==> src/rtl/i2c_rx_pkg.sv <==
package i2c_rx_pkg;
    typedef enum logic [2:0] {
        ST_IDLE,
        ST_ADDR,
        ST_ADDR_ACK,
        ST_DATA,
        ST_WAIT_ROOM,
        ST_DATA_ACK,
        ST_SKIP
    } rx_state_e;

    localparam logic [2:0] ADDR_CTRL   = 3'd0;
    localparam logic [2:0] ADDR_OWN    = 3'd1;
    localparam logic [2:0] ADDR_TRIG   = 3'd2;
    localparam logic [2:0] ADDR_DATA   = 3'd3;
    localparam logic [2:0] ADDR_STATUS = 3'd4;
endpackage

==> src/rtl/line_filter.sv <==
module line_filter #(
    parameter int SAMPLES = 3
) (
    input  logic clk,
    input  logic rst_n,
    input  logic clr,
    input  logic din,
    output logic dout
);
    logic [1:0]         sync_q;
    logic [SAMPLES-1:0] hist_q;

    always_ff @(posedge clk or negedge rst_n) begin
        if (!rst_n) begin
            sync_q <= '1;
            hist_q <= '1;
            dout   <= 1'b1;
        end else if (clr) begin
            sync_q <= '1;
            hist_q <= '1;
            dout   <= 1'b1;
        end else begin
            sync_q <= {sync_q[0], din};
            hist_q <= {hist_q[SAMPLES-2:0], sync_q[1]};
            if (&hist_q)
                dout <= 1'b1;
            else if (~|hist_q)
                dout <= 1'b0;
        end
    end
endmodule

==> src/rtl/rx_fifo.sv <==
module rx_fifo #(
    parameter int DEPTH = 8,
    parameter int DW    = 8,
    localparam int AW    = $clog2(DEPTH),
    localparam int CNT_W = $clog2(DEPTH + 1)
) (
    input  logic             clk,
    input  logic             rst_n,
    input  logic             clr,
    input  logic             push,
    input  logic [DW-1:0]    wdata,
    input  logic             pop,
    output logic [DW-1:0]    rdata,
    output logic [CNT_W-1:0] count
);
    logic [DW-1:0] mem_q [DEPTH];
    logic [AW-1:0] wr_q, rd_q;
    logic          do_push, do_pop;

    assign do_push = push && (count != CNT_W'(DEPTH));
    assign do_pop  = pop && (count != '0);
    assign rdata   = mem_q[rd_q];

    always_ff @(posedge clk) begin
        if (do_push)
            mem_q[wr_q] <= wdata;
    end

    always_ff @(posedge clk or negedge rst_n) begin
        if (!rst_n) begin
            wr_q  <= '0;
            rd_q  <= '0;
            count <= '0;
        end else if (clr) begin
            wr_q  <= '0;
            rd_q  <= '0;
            count <= '0;
        end else begin
            if (do_push)
                wr_q <= (wr_q == AW'(DEPTH - 1)) ? '0 : wr_q + 1'b1;
            if (do_pop)
                rd_q <= (rd_q == AW'(DEPTH - 1)) ? '0 : rd_q + 1'b1;
            if (do_push && !do_pop)
                count <= count + 1'b1;
            else if (do_pop && !do_push)
                count <= count - 1'b1;
        end
    end
endmodule

==> src/rtl/slave_fsm.sv <==
module slave_fsm
    import i2c_rx_pkg::*;
(
    input  logic       clk,
    input  logic       rst_n,
    input  logic       clr,
    input  logic       scl_f,
    input  logic       sda_f,
    input  logic [6:0] own_addr,
    input  logic       gc_en,
    input  logic       room,
    input  logic       hold,
    output logic       push,
    output logic [7:0] byte_out,
    output logic       scl_oe,
    output logic       sda_oe
);
    rx_state_e  state_q, state_d;
    logic [3:0] cnt_q, cnt_d;
    logic [7:0] shift_q, shift_d;
    logic       scl_d, sda_d;
    logic       scl_rise, scl_fall, start_c, stop_c, addr_hit;

    assign scl_rise = scl_f && !scl_d;
    assign scl_fall = !scl_f && scl_d;
    assign start_c  = scl_f && scl_d && sda_d && !sda_f;
    assign stop_c   = scl_f && scl_d && !sda_d && sda_f;
    assign addr_hit = !shift_q[0] &&
                      ((shift_q[7:1] == own_addr) || (shift_q[7:1] == 7'd0 && gc_en));
    assign byte_out = shift_q;

    always_ff @(posedge clk or negedge rst_n) begin
        if (!rst_n) begin
            state_q <= ST_IDLE;
            cnt_q   <= '0;
            shift_q <= '0;
            scl_d   <= 1'b1;
            sda_d   <= 1'b1;
        end else if (clr) begin
            state_q <= ST_IDLE;
            cnt_q   <= '0;
            shift_q <= '0;
            scl_d   <= 1'b1;
            sda_d   <= 1'b1;
        end else begin
            state_q <= state_d;
            cnt_q   <= cnt_d;
            shift_q <= shift_d;
            scl_d   <= scl_f;
            sda_d   <= sda_f;
        end
    end

    always_comb begin
        state_d = state_q;
        cnt_d   = cnt_q;
        shift_d = shift_q;
        push    = 1'b0;
        if (start_c) begin
            state_d = ST_ADDR;
            cnt_d   = '0;
        end else if (stop_c) begin
            state_d = ST_IDLE;
        end else begin
            unique case (state_q)
                ST_IDLE, ST_SKIP: ;
                ST_ADDR: begin
                    if (scl_rise) begin
                        shift_d = {shift_q[6:0], sda_f};
                        cnt_d   = cnt_q + 1'b1;
                    end else if (scl_fall && cnt_q == 4'd8) begin
                        state_d = addr_hit ? ST_ADDR_ACK : ST_SKIP;
                    end
                end
                ST_ADDR_ACK, ST_DATA_ACK: begin
                    if (scl_fall) begin
                        state_d = ST_DATA;
                        cnt_d   = '0;
                    end
                end
                ST_DATA: begin
                    if (scl_rise) begin
                        shift_d = {shift_q[6:0], sda_f};
                        cnt_d   = cnt_q + 1'b1;
                    end else if (scl_fall && cnt_q == 4'd8) begin
                        if (room) begin
                            push    = 1'b1;
                            state_d = ST_DATA_ACK;
                        end else begin
                            state_d = ST_WAIT_ROOM;
                        end
                    end
                end
                ST_WAIT_ROOM: begin
                    if (room) begin
                        push    = 1'b1;
                        state_d = ST_DATA_ACK;
                    end
                end
                default: state_d = ST_IDLE;
            endcase
        end
    end

    always_comb begin
        sda_oe = (state_q == ST_ADDR_ACK) || (state_q == ST_DATA_ACK);
        scl_oe = (state_q == ST_WAIT_ROOM) || (state_q == ST_DATA_ACK && hold);
    end
endmodule

==> src/rtl/i2c_rx_stretch.sv <==
module i2c_rx_stretch
    import i2c_rx_pkg::*;
#(
    parameter int FIFO_DEPTH   = 8,
    parameter int TRIG_W       = 4,
    parameter int FILT_SAMPLES = 3,
    localparam int CNT_W = $clog2(FIFO_DEPTH + 1)
) (
    input  logic       clk,
    input  logic       rst_n,
    input  logic       scl_i,
    input  logic       sda_i,
    output logic       scl_oe,
    output logic       sda_oe,
    input  logic [2:0] reg_addr,
    input  logic       reg_wr,
    input  logic [7:0] reg_wdata,
    input  logic       reg_rd,
    output logic [7:0] reg_rdata
);
    logic              gc_en_q, en_q, single_q, dready_q;
    logic [6:0]        own_q;
    logic [TRIG_W-1:0] trig_q;
    logic [7:0]        sbuf_q, rx_byte, fifo_rdata;
    logic [CNT_W-1:0]  fifo_count;
    logic              clr, scl_filt, sda_filt, push, room, hold, rx_full, pop;
    logic              unused_wbits;

    assign clr          = !en_q;
    assign unused_wbits = reg_wdata[7];
    assign rx_full      = !single_q && (fifo_count != '0) && (int'(fifo_count) >= int'(trig_q));
    assign room         = single_q ? !dready_q : (fifo_count != CNT_W'(FIFO_DEPTH));
    assign hold         = single_q ? dready_q : rx_full;
    assign pop          = reg_rd && (reg_addr == ADDR_DATA) && !single_q;

    line_filter #(.SAMPLES(FILT_SAMPLES)) u_scl_filt (
        .clk(clk), .rst_n(rst_n), .clr(clr), .din(scl_i), .dout(scl_filt));
    line_filter #(.SAMPLES(FILT_SAMPLES)) u_sda_filt (
        .clk(clk), .rst_n(rst_n), .clr(clr), .din(sda_i), .dout(sda_filt));

    slave_fsm u_fsm (
        .clk(clk), .rst_n(rst_n), .clr(clr), .scl_f(scl_filt), .sda_f(sda_filt),
        .own_addr(own_q), .gc_en(gc_en_q), .room(room), .hold(hold),
        .push(push), .byte_out(rx_byte), .scl_oe(scl_oe), .sda_oe(sda_oe));

    rx_fifo #(.DEPTH(FIFO_DEPTH), .DW(8)) u_fifo (
        .clk(clk), .rst_n(rst_n), .clr(clr), .push(push && !single_q), .wdata(rx_byte),
        .pop(pop), .rdata(fifo_rdata), .count(fifo_count));

    always_ff @(posedge clk or negedge rst_n) begin
        if (!rst_n) begin
            gc_en_q  <= 1'b0;
            en_q     <= 1'b0;
            single_q <= 1'b0;
            own_q    <= '0;
            trig_q   <= '0;
        end else if (reg_wr) begin
            if (reg_addr == ADDR_CTRL) begin
                gc_en_q  <= reg_wdata[0];
                en_q     <= reg_wdata[1];
                single_q <= reg_wdata[2];
            end
            if (reg_addr == ADDR_OWN)
                own_q <= reg_wdata[6:0];
            if (reg_addr == ADDR_TRIG)
                trig_q <= reg_wdata[TRIG_W-1:0];
        end
    end

    always_ff @(posedge clk or negedge rst_n) begin
        if (!rst_n) begin
            sbuf_q   <= '0;
            dready_q <= 1'b0;
        end else if (clr) begin
            dready_q <= 1'b0;
        end else if (push && single_q) begin
            sbuf_q   <= rx_byte;
            dready_q <= 1'b1;
        end else if (reg_wr && reg_addr == ADDR_STATUS && !reg_wdata[0]) begin
            dready_q <= 1'b0;
        end
    end

    always_comb begin
        case (reg_addr)
            ADDR_CTRL:   reg_rdata = {5'b0, single_q, en_q, gc_en_q};
            ADDR_OWN:    reg_rdata = 8'(own_q);
            ADDR_TRIG:   reg_rdata = 8'(trig_q);
            ADDR_DATA:   reg_rdata = single_q ? sbuf_q : fifo_rdata;
            ADDR_STATUS: reg_rdata = {4'(fifo_count), 2'b0, rx_full, dready_q};
            default:     reg_rdata = '0;
        endcase
    end
endmodule

==> config.mk <==
export PLATFORM = sky130hd
export DESIGN_NAME = i2c_rx_stretch
export DESIGN_NICKNAME = d
export VERILOG_FILES = /design/src/rtl/i2c_rx_pkg.sv /design/src/rtl/line_filter.sv /design/src/rtl/rx_fifo.sv /design/src/rtl/slave_fsm.sv /design/src/rtl/i2c_rx_stretch.sv
export SDC_FILE = /design/constraint.sdc
export NUM_CORES = 1
export LEC_CHECK = 0
export BUFFER_PORTS_ARGS = -buffer_cell sky130_fd_sc_hd__buf_2
export CORE_ASPECT_RATIO = 1.25
export CORE_MARGIN = 2
export CORE_UTILIZATION = 61
export DETAILED_ROUTE_END_ITERATION = 8
export GPL_ROUTABILITY_DRIVEN = 1
export PLACE_DENSITY = 0.79
export SLEW_MARGIN = 10
export SYNTH_ARGS = -nofsm -noshare
export SYNTH_HDL_FRONTEND = slang
export SYNTH_HIERARCHICAL = 1
export SYNTH_SLANG_ARGS = --single-unit
==> constraint.sdc <==
create_clock -name clk -period 4.4 [get_ports clk]
set_input_delay 0 -clock clk [delete_from_list [all_inputs] [get_ports clk]]
set_output_delay 0 -clock clk [all_outputs]
set_load 0.01 [all_outputs]
[Yosys cells after proc, flatten, opt, wreduce, memory -nomap -nowiden]
Memories as Yosys holds them, arrays and structs flattened.
Index checks and enable logic that the tools add are counted.
Storage, ports and cells
  register bits: 62
  memory bits (writable): 64
  logic and storage cells: 177
  bits of input ports: 17
  memories: 1
Cells by class
  order comparisons: 1
  muxes and demuxes: 59
  reductions and logical operators: 54
  $add $sub $neg: 5
  equal/unequal tests: 36
Memories
  u_fifo.mem_q: words 8, width 8, rd ports 1, clocked after Yosys merged registers in 0, write ports 1, line rx_fifo.sv:16  | logic [DW-1:0] mem_q [DEPTH];
Operators by type and width (count)
  two-way mux 3 bit: 18
  two-way mux 8 bit: 6
  case mux 8 bit (5 select lines): 1
  two-way mux 4 bit: 8
  logical AND 1 bit: 23
  two-way mux 1 bit: 21
  equality test 3 bit (second input constant): 6
  != test 4 x 2 -> 1 bit (second input constant): 4
  != test 5 x 2 -> 1 bit (second input constant): 3
  case mux 3 bit (5 select lines): 1
  equality test 3 x 2 -> 1 bit (second input constant): 4
  logical NOT 1 bit: 10
  != test 5 bit (second input constant): 2
  != test 3 x 2 -> 1 bit (second input constant): 3
  adder 4 x 1 -> 4 bit (second input constant): 2
  case mux 4 bit (2 select lines): 1
  AND reduction 2 bit: 4
  AND reduction 4 bit: 2
  equality test 7 bit: 1
  logical NOT 7 bit: 1
  AND reduction 7 bit: 1
  adder 3 x 1 -> 3 bit (second input constant): 2
  equality test 3 x 1 -> 1 bit (second input constant): 2
  logical NOT 3 bit: 2
  15 further kinds: 27

[Depth between registers and ports, before layout]
  depth after elaboration: 15
  mapped depth: 14
  gate-level depth less buffers: 14

[Hierarchy]
Netlist, hierarchy kept.
By module, submodules not included
  rx_fifo: cells each 175, area each 3133.0 um^2, seq. area each 2172.1 um^2, instances 1
  i2c_rx_stretch: cells each 134, area each 1398.8 um^2, seq. area each 575.6 um^2, instances 1
  slave_fsm: cells each 120, area each 1103.6 um^2, seq. area each 427.9 um^2, instances 1
  line_filter: cells each 15, area each 207.7 um^2, seq. area each 157.7 um^2, instances 2

[Worst setup path before layout]
OpenSTA, ideal clock, no wires.
  path kind: reg2reg
  start: register u_fsm.scl_d
  end: register u_fifo.count[3]
  data arrival time: 2.978 ns
  clock period less this slack: 3.082 ns
  path buffers: 0
  cell stages (with the launch flop): 14
  required time: 4.296 ns
  slack: 1.318 ns
  cell sequence: dfstp_2 nor2b_2 and4_4 a22oi_1 nor3b_1 nor2b_1 inv_1 nor2_1 nand2_2 ha_1 a21o_1 a21oi_1 or4b_1 o311ai_1
Between the ends
  longest elaborated chain between the ends: 12
  elaborated cells between the ends (all ways): 22
RTL lines
  from (decl): line slave_fsm.sv:21  | logic scl_d, sda_d;
  from (signal assigned): line slave_fsm.sv:49  | scl_d <= scl_f;
  logical AND 1 bit: line slave_fsm.sv:25  | assign scl_fall = !scl_f && scl_d;
  logical AND 1 bit: line slave_fsm.sv:85  | end else if (scl_fall && cnt_q == 4'd8) begin
  two-way mux 1 bit: line slave_fsm.sv:85
  two-way mux 1 bit: line slave_fsm.sv:82  | if (scl_rise) begin
  case mux 1 bit (2 select lines): line slave_fsm.sv:65  | unique case (state_q)
  two-way mux 1 bit: line slave_fsm.sv:62  | end else if (stop_c) begin
  two-way mux 1 bit (*): line slave_fsm.sv:59  | if (start_c) begin
  named net push: line i2c_rx_stretch.sv:26  | logic clr, scl_filt, sda_filt, push, room, hold, rx_full, pop;
  logical AND 1 bit (*): line i2c_rx_stretch.sv:47  | .clk(clk), .rst_n(rst_n), .clr(clr), .push(push && !single_q), .wdata(rx_byte),
  logical AND 1 bit (*): line rx_fifo.sv:20  | assign do_push = push && (count != CNT_W'(DEPTH));
  logical NOT 1 bit or logical AND 1 bit (tied branches): line rx_fifo.sv:45, rx_fifo.sv:43
  logical AND 1 bit or two-way mux 4 bit (tied branches): line rx_fifo.sv:45, rx_fifo.sv:43
  != test 3 x 1 -> 1 bit (no line) or two-way mux 4 bit (tied branches)
  to (signal assigned): line rx_fifo.sv:44  | count <= count + 1'b1;
  to (signal assigned): line rx_fifo.sv:46  | count <= count - 1'b1;
  to (decl): line rx_fifo.sv:14  | output logic [CNT_W-1:0] count
Mark *: on every way through the listed nets, which the timed path passes. The rest lies on a longest branch.
A chain may end at the register's enable or synchronous reset.

[Worst setup path after layout]
Same ends and word-level chain as after synthesis.

==> flow_summary.json <==
{
  "outcome": "completed",
  "drv_cap": 0,
  "arrival_ns": 4.01,
  "synth_flop_cell": "edfxtp_1",
  "clk_pin_slew_ns": 0.05,
  "grt_pass1_wl_um": 20400,
  "synthSimpleGateAreaFrac_pct": 12.8,
  "num_rows": 40,
  "clkSinkCount": 126,
  "final_cell_mix": "edfxtp_1 (64), nand2_1 (48), dfrtp_1 (48)",
  "finalNonFillerCells": 640,
  "power.leakage_nw": 2.65,
  "synth_xor_area_share_pct": 1.74,
  "drcViolationCount": 0,
  "htreeDepth": 4,
  "crit_path_start_kind": "flop",
  "synth_adder_area_share_pct": 2.81,
  "cts.repair.resized": 0,
  "synthMuxAreaShare_pct": 12.9,
  "die_w_um": 93.1,
  "tns_ns": 0,
  "min_from": "reg_addr[2]",
  "min_to": "en_q",
  "core_area_um2": 9660,
  "rsz0062_at_grt": "no",
  "async_reset_ff_share_pct": 49.2,
  "r2r_cells": 13,
  "dp_hpwl_um": 7990,
  "synth-edff-count": 64,
  "synth.cell_area_um2": 6050,
  "worstPathMaxFanout": 6,
  "die_h_um": 115,
  "synth_area_per_cell_um2": 13.2,
  "placed_area_um2": 6270,
  "yosys.area.top_type_share_pct": 31.8,
  "slew_headroom_pct": 40.3,
  "timing_hold_violations_final": 0,
  "ant_nets": 0,
  "clockBufferDepth": 2,
  "start_util_pct": 62.6,
  "wl_per_cell_um": 19.6,
  "antenna_found_initial": 0,
  "area_growth_pct": 15.5,
  "synth_compound_area_share_pct": 8.97,
  "power_density_nw_per_um2": 413,
  "rrSetupSlack_ns": 0.70,
  "holdPathStages": 3,
  "synth_top_family_by_area": "multiplexers",
  "seqCellArea_um2": 3490,
  "netlist_instances": 459,
  "synth.area.top_cells": "edfxtp_1 (32%), dfrtp_1 (20%), dfstp_2 (6.1%)",
  "root_buffer": "clkbuf_16",
  "cts_made_buffers": 17,
  "cts_tree": "built",
  "dp_slack_ns": 0.832,
  "grt_pass1_vias": 3969,
  "whs_ns": 0.103,
  "final_common_cell": "edfxtp_1",
  "yosysTopAreaCell": "edfxtp_1",
  "cp_data_required_time_ns": 4.71,
  "final_nets": 531,
  "multi_input_area_um2": 2370,
  "p_total_mw": 2.88,
  "setup_viol": 0,
  "hp-class": "primary input to flop",
  "fmax_mhz": 270,
  "io_buffers": 25,
  "post-route-min-period_ns": 3.70,
  "ys_types": 68,
  "grt_max_degree": 63,
  "worstReg2RegEnd": "u_fifo/count[3]",
  "drtIter0Drc": 409,
  "cp-end-kind": "flop",
  "synth_nets": 489,
  "viasPerCell": 6.01,
  "synth-seq-area-share_pct": 57.7,
  "tightest_slew_ns": 0.896,
  "fin_ws_ns": 0.698,
  "dp.cells": 597,
  "ios": 27,
  "stdcell_area_um2": 6990,
  "r2r_start": "u_fsm/scl_d",
  "gp_congestion": 0.845,
  "synth_seq_cells": 126,
  "gr-usage-all-layers_pct": 25.9,
  "ir_worst_vdd_mv": 0.293,
  "drive_above_1_share_pct": 27.8,
  "die_area_um2": 10700,
  "yosysWarningCount": 6,
  "finish.utilization_pct": 72.3,
  "finalMaxSlewViolations": 0,
  "antenna_cells": 0,
  "worstSetupPathType": "flop to flop",
  "insertion_delay_ns": 0.42,
  "globalRoute.totalOverflow": 0,
  "period_share_pct": 84.1,
  "first_pass_iters": 5,
  "fillers": 602,
  "fin_skew_ns": 0.00715,
  "wl_um": 12500,
  "vias": 3849
}
critical path, cell delays in order, from the launching register on:
cell	delay [ns]
dfstp_2	0.54
nor2b_2	0.30
and4_4	0.29
a22oi_1	0.07
nor3b_1	0.30
nor2b_1	0.33
inv_1	0.09
nor2_1	0.33
nand2_2	0.14
ha_1	0.30
a21o_1	0.20
a2111oi_0	0.48
mux2i_1	0.13
o311ai_1	0.09
power breakdown:
part | switching (mW) | internal [mW]
registers | 0.0397 | 1.27
logic | 0.103 | 0.0867
clock network | 0.494 | 0.889
total | 0.636 | 2.25
synthesized netlist by cell type (3+ instances only):
cell      instances
a211oi_1          4
a21oi_1          25
a22o_1            3
a22oi_1           5
buf_2             8
buf_6             4
clkbuf_1          7
dfrtp_1          48
dfstp_2          14
edfxtp_1         64
ha_1             12
inv_1            13
inv_2             3
mux2_2           25
mux2i_1          11
mux4_2           16
nand2_1          48
nand2b_1          8
nand3_1           5
nand3b_1          5
nor2_1           23
nor2b_1           5
nor3_1            7
nor4_1            4
o21ai_0          20
or2_1             8
or2_2             3
xnor2_1           7
xor2_1            5
timing repair:
action / CTS / global route
setup buffers: 0 / 0
endpoints found under the hold margin: 65 / 0
hold buffers: 11 / 0
state kept, by name, indices dropped and copies added, names as in the netlist, 2 cells and up:
name / count
u_fifo/mem_q: 64
sbuf_q: 8
u_fsm/byte_out: 8
own_q: 7
trig_q: 4
u_fifo/count: 4
u_fsm/cnt_q: 4
u_fifo/rd_q: 3
u_fifo/wr_q: 3
u_fsm/state_q: 3
u_scl_filt/hist_q: 3
u_sda_filt/hist_q: 3
u_scl_filt/sync_q: 2
u_sda_filt/sync_q: 2
per-layer routing:
| layer | up-vias | wire length, um | GRT usage [%] |
|---|---|---|---|
| met5 | - | 0 | 0 |
| li1 | 1787 | - | - |
| met2 | 93 | 6710 | 44.7 |
| met3 | 27 | 422 | 5.57 |
| met4 | 0 | 307 | 10.3 |
| met1 | 1942 | 5070 | 32.0 |
logic make-up (layout without fill, tap and decap cells):
family	count (synthesis)	count (layout)
buffers and inverters	37	92
DFF	126	126
muxes	54	54
AOI/OAI and AO/OA	78	78
xor gates and xnor gates	12	12
adders and majority gates	13	13
and+or+nand+nor	139	139
worst max path at each step:
stage,start,end,slack (ns),cells after the start
6_report,u_fsm/scl_d,u_fifo/count[3],0.70,13
4_1_cts,u_fsm/scl_d,u_fifo/count[3],0.80,13
5_1_grt,u_fsm/scl_d,u_fifo/count[3],0.47,13
3_5_place_dp,u_fsm/scl_d,u_fifo/count[3],0.83,13
3_3_place_gp,u_fsm/scl_d,u_fifo/count[3],0.98,13
2_1_floorplan,u_fsm/scl_d,u_fifo/count[3],1.32,13
final cells by class:
cell class	count	area share, %
Clock buffer	25	8.08
Clock inverter	7	0.645
Inverter	16	0.860
Multi-Input combinational cell	296	34.0
Sequential cell	126	50.0
Tap cell	126	2.26
Timing Repair Buffer	44	4.23
(Power assumes the default switching activity.)
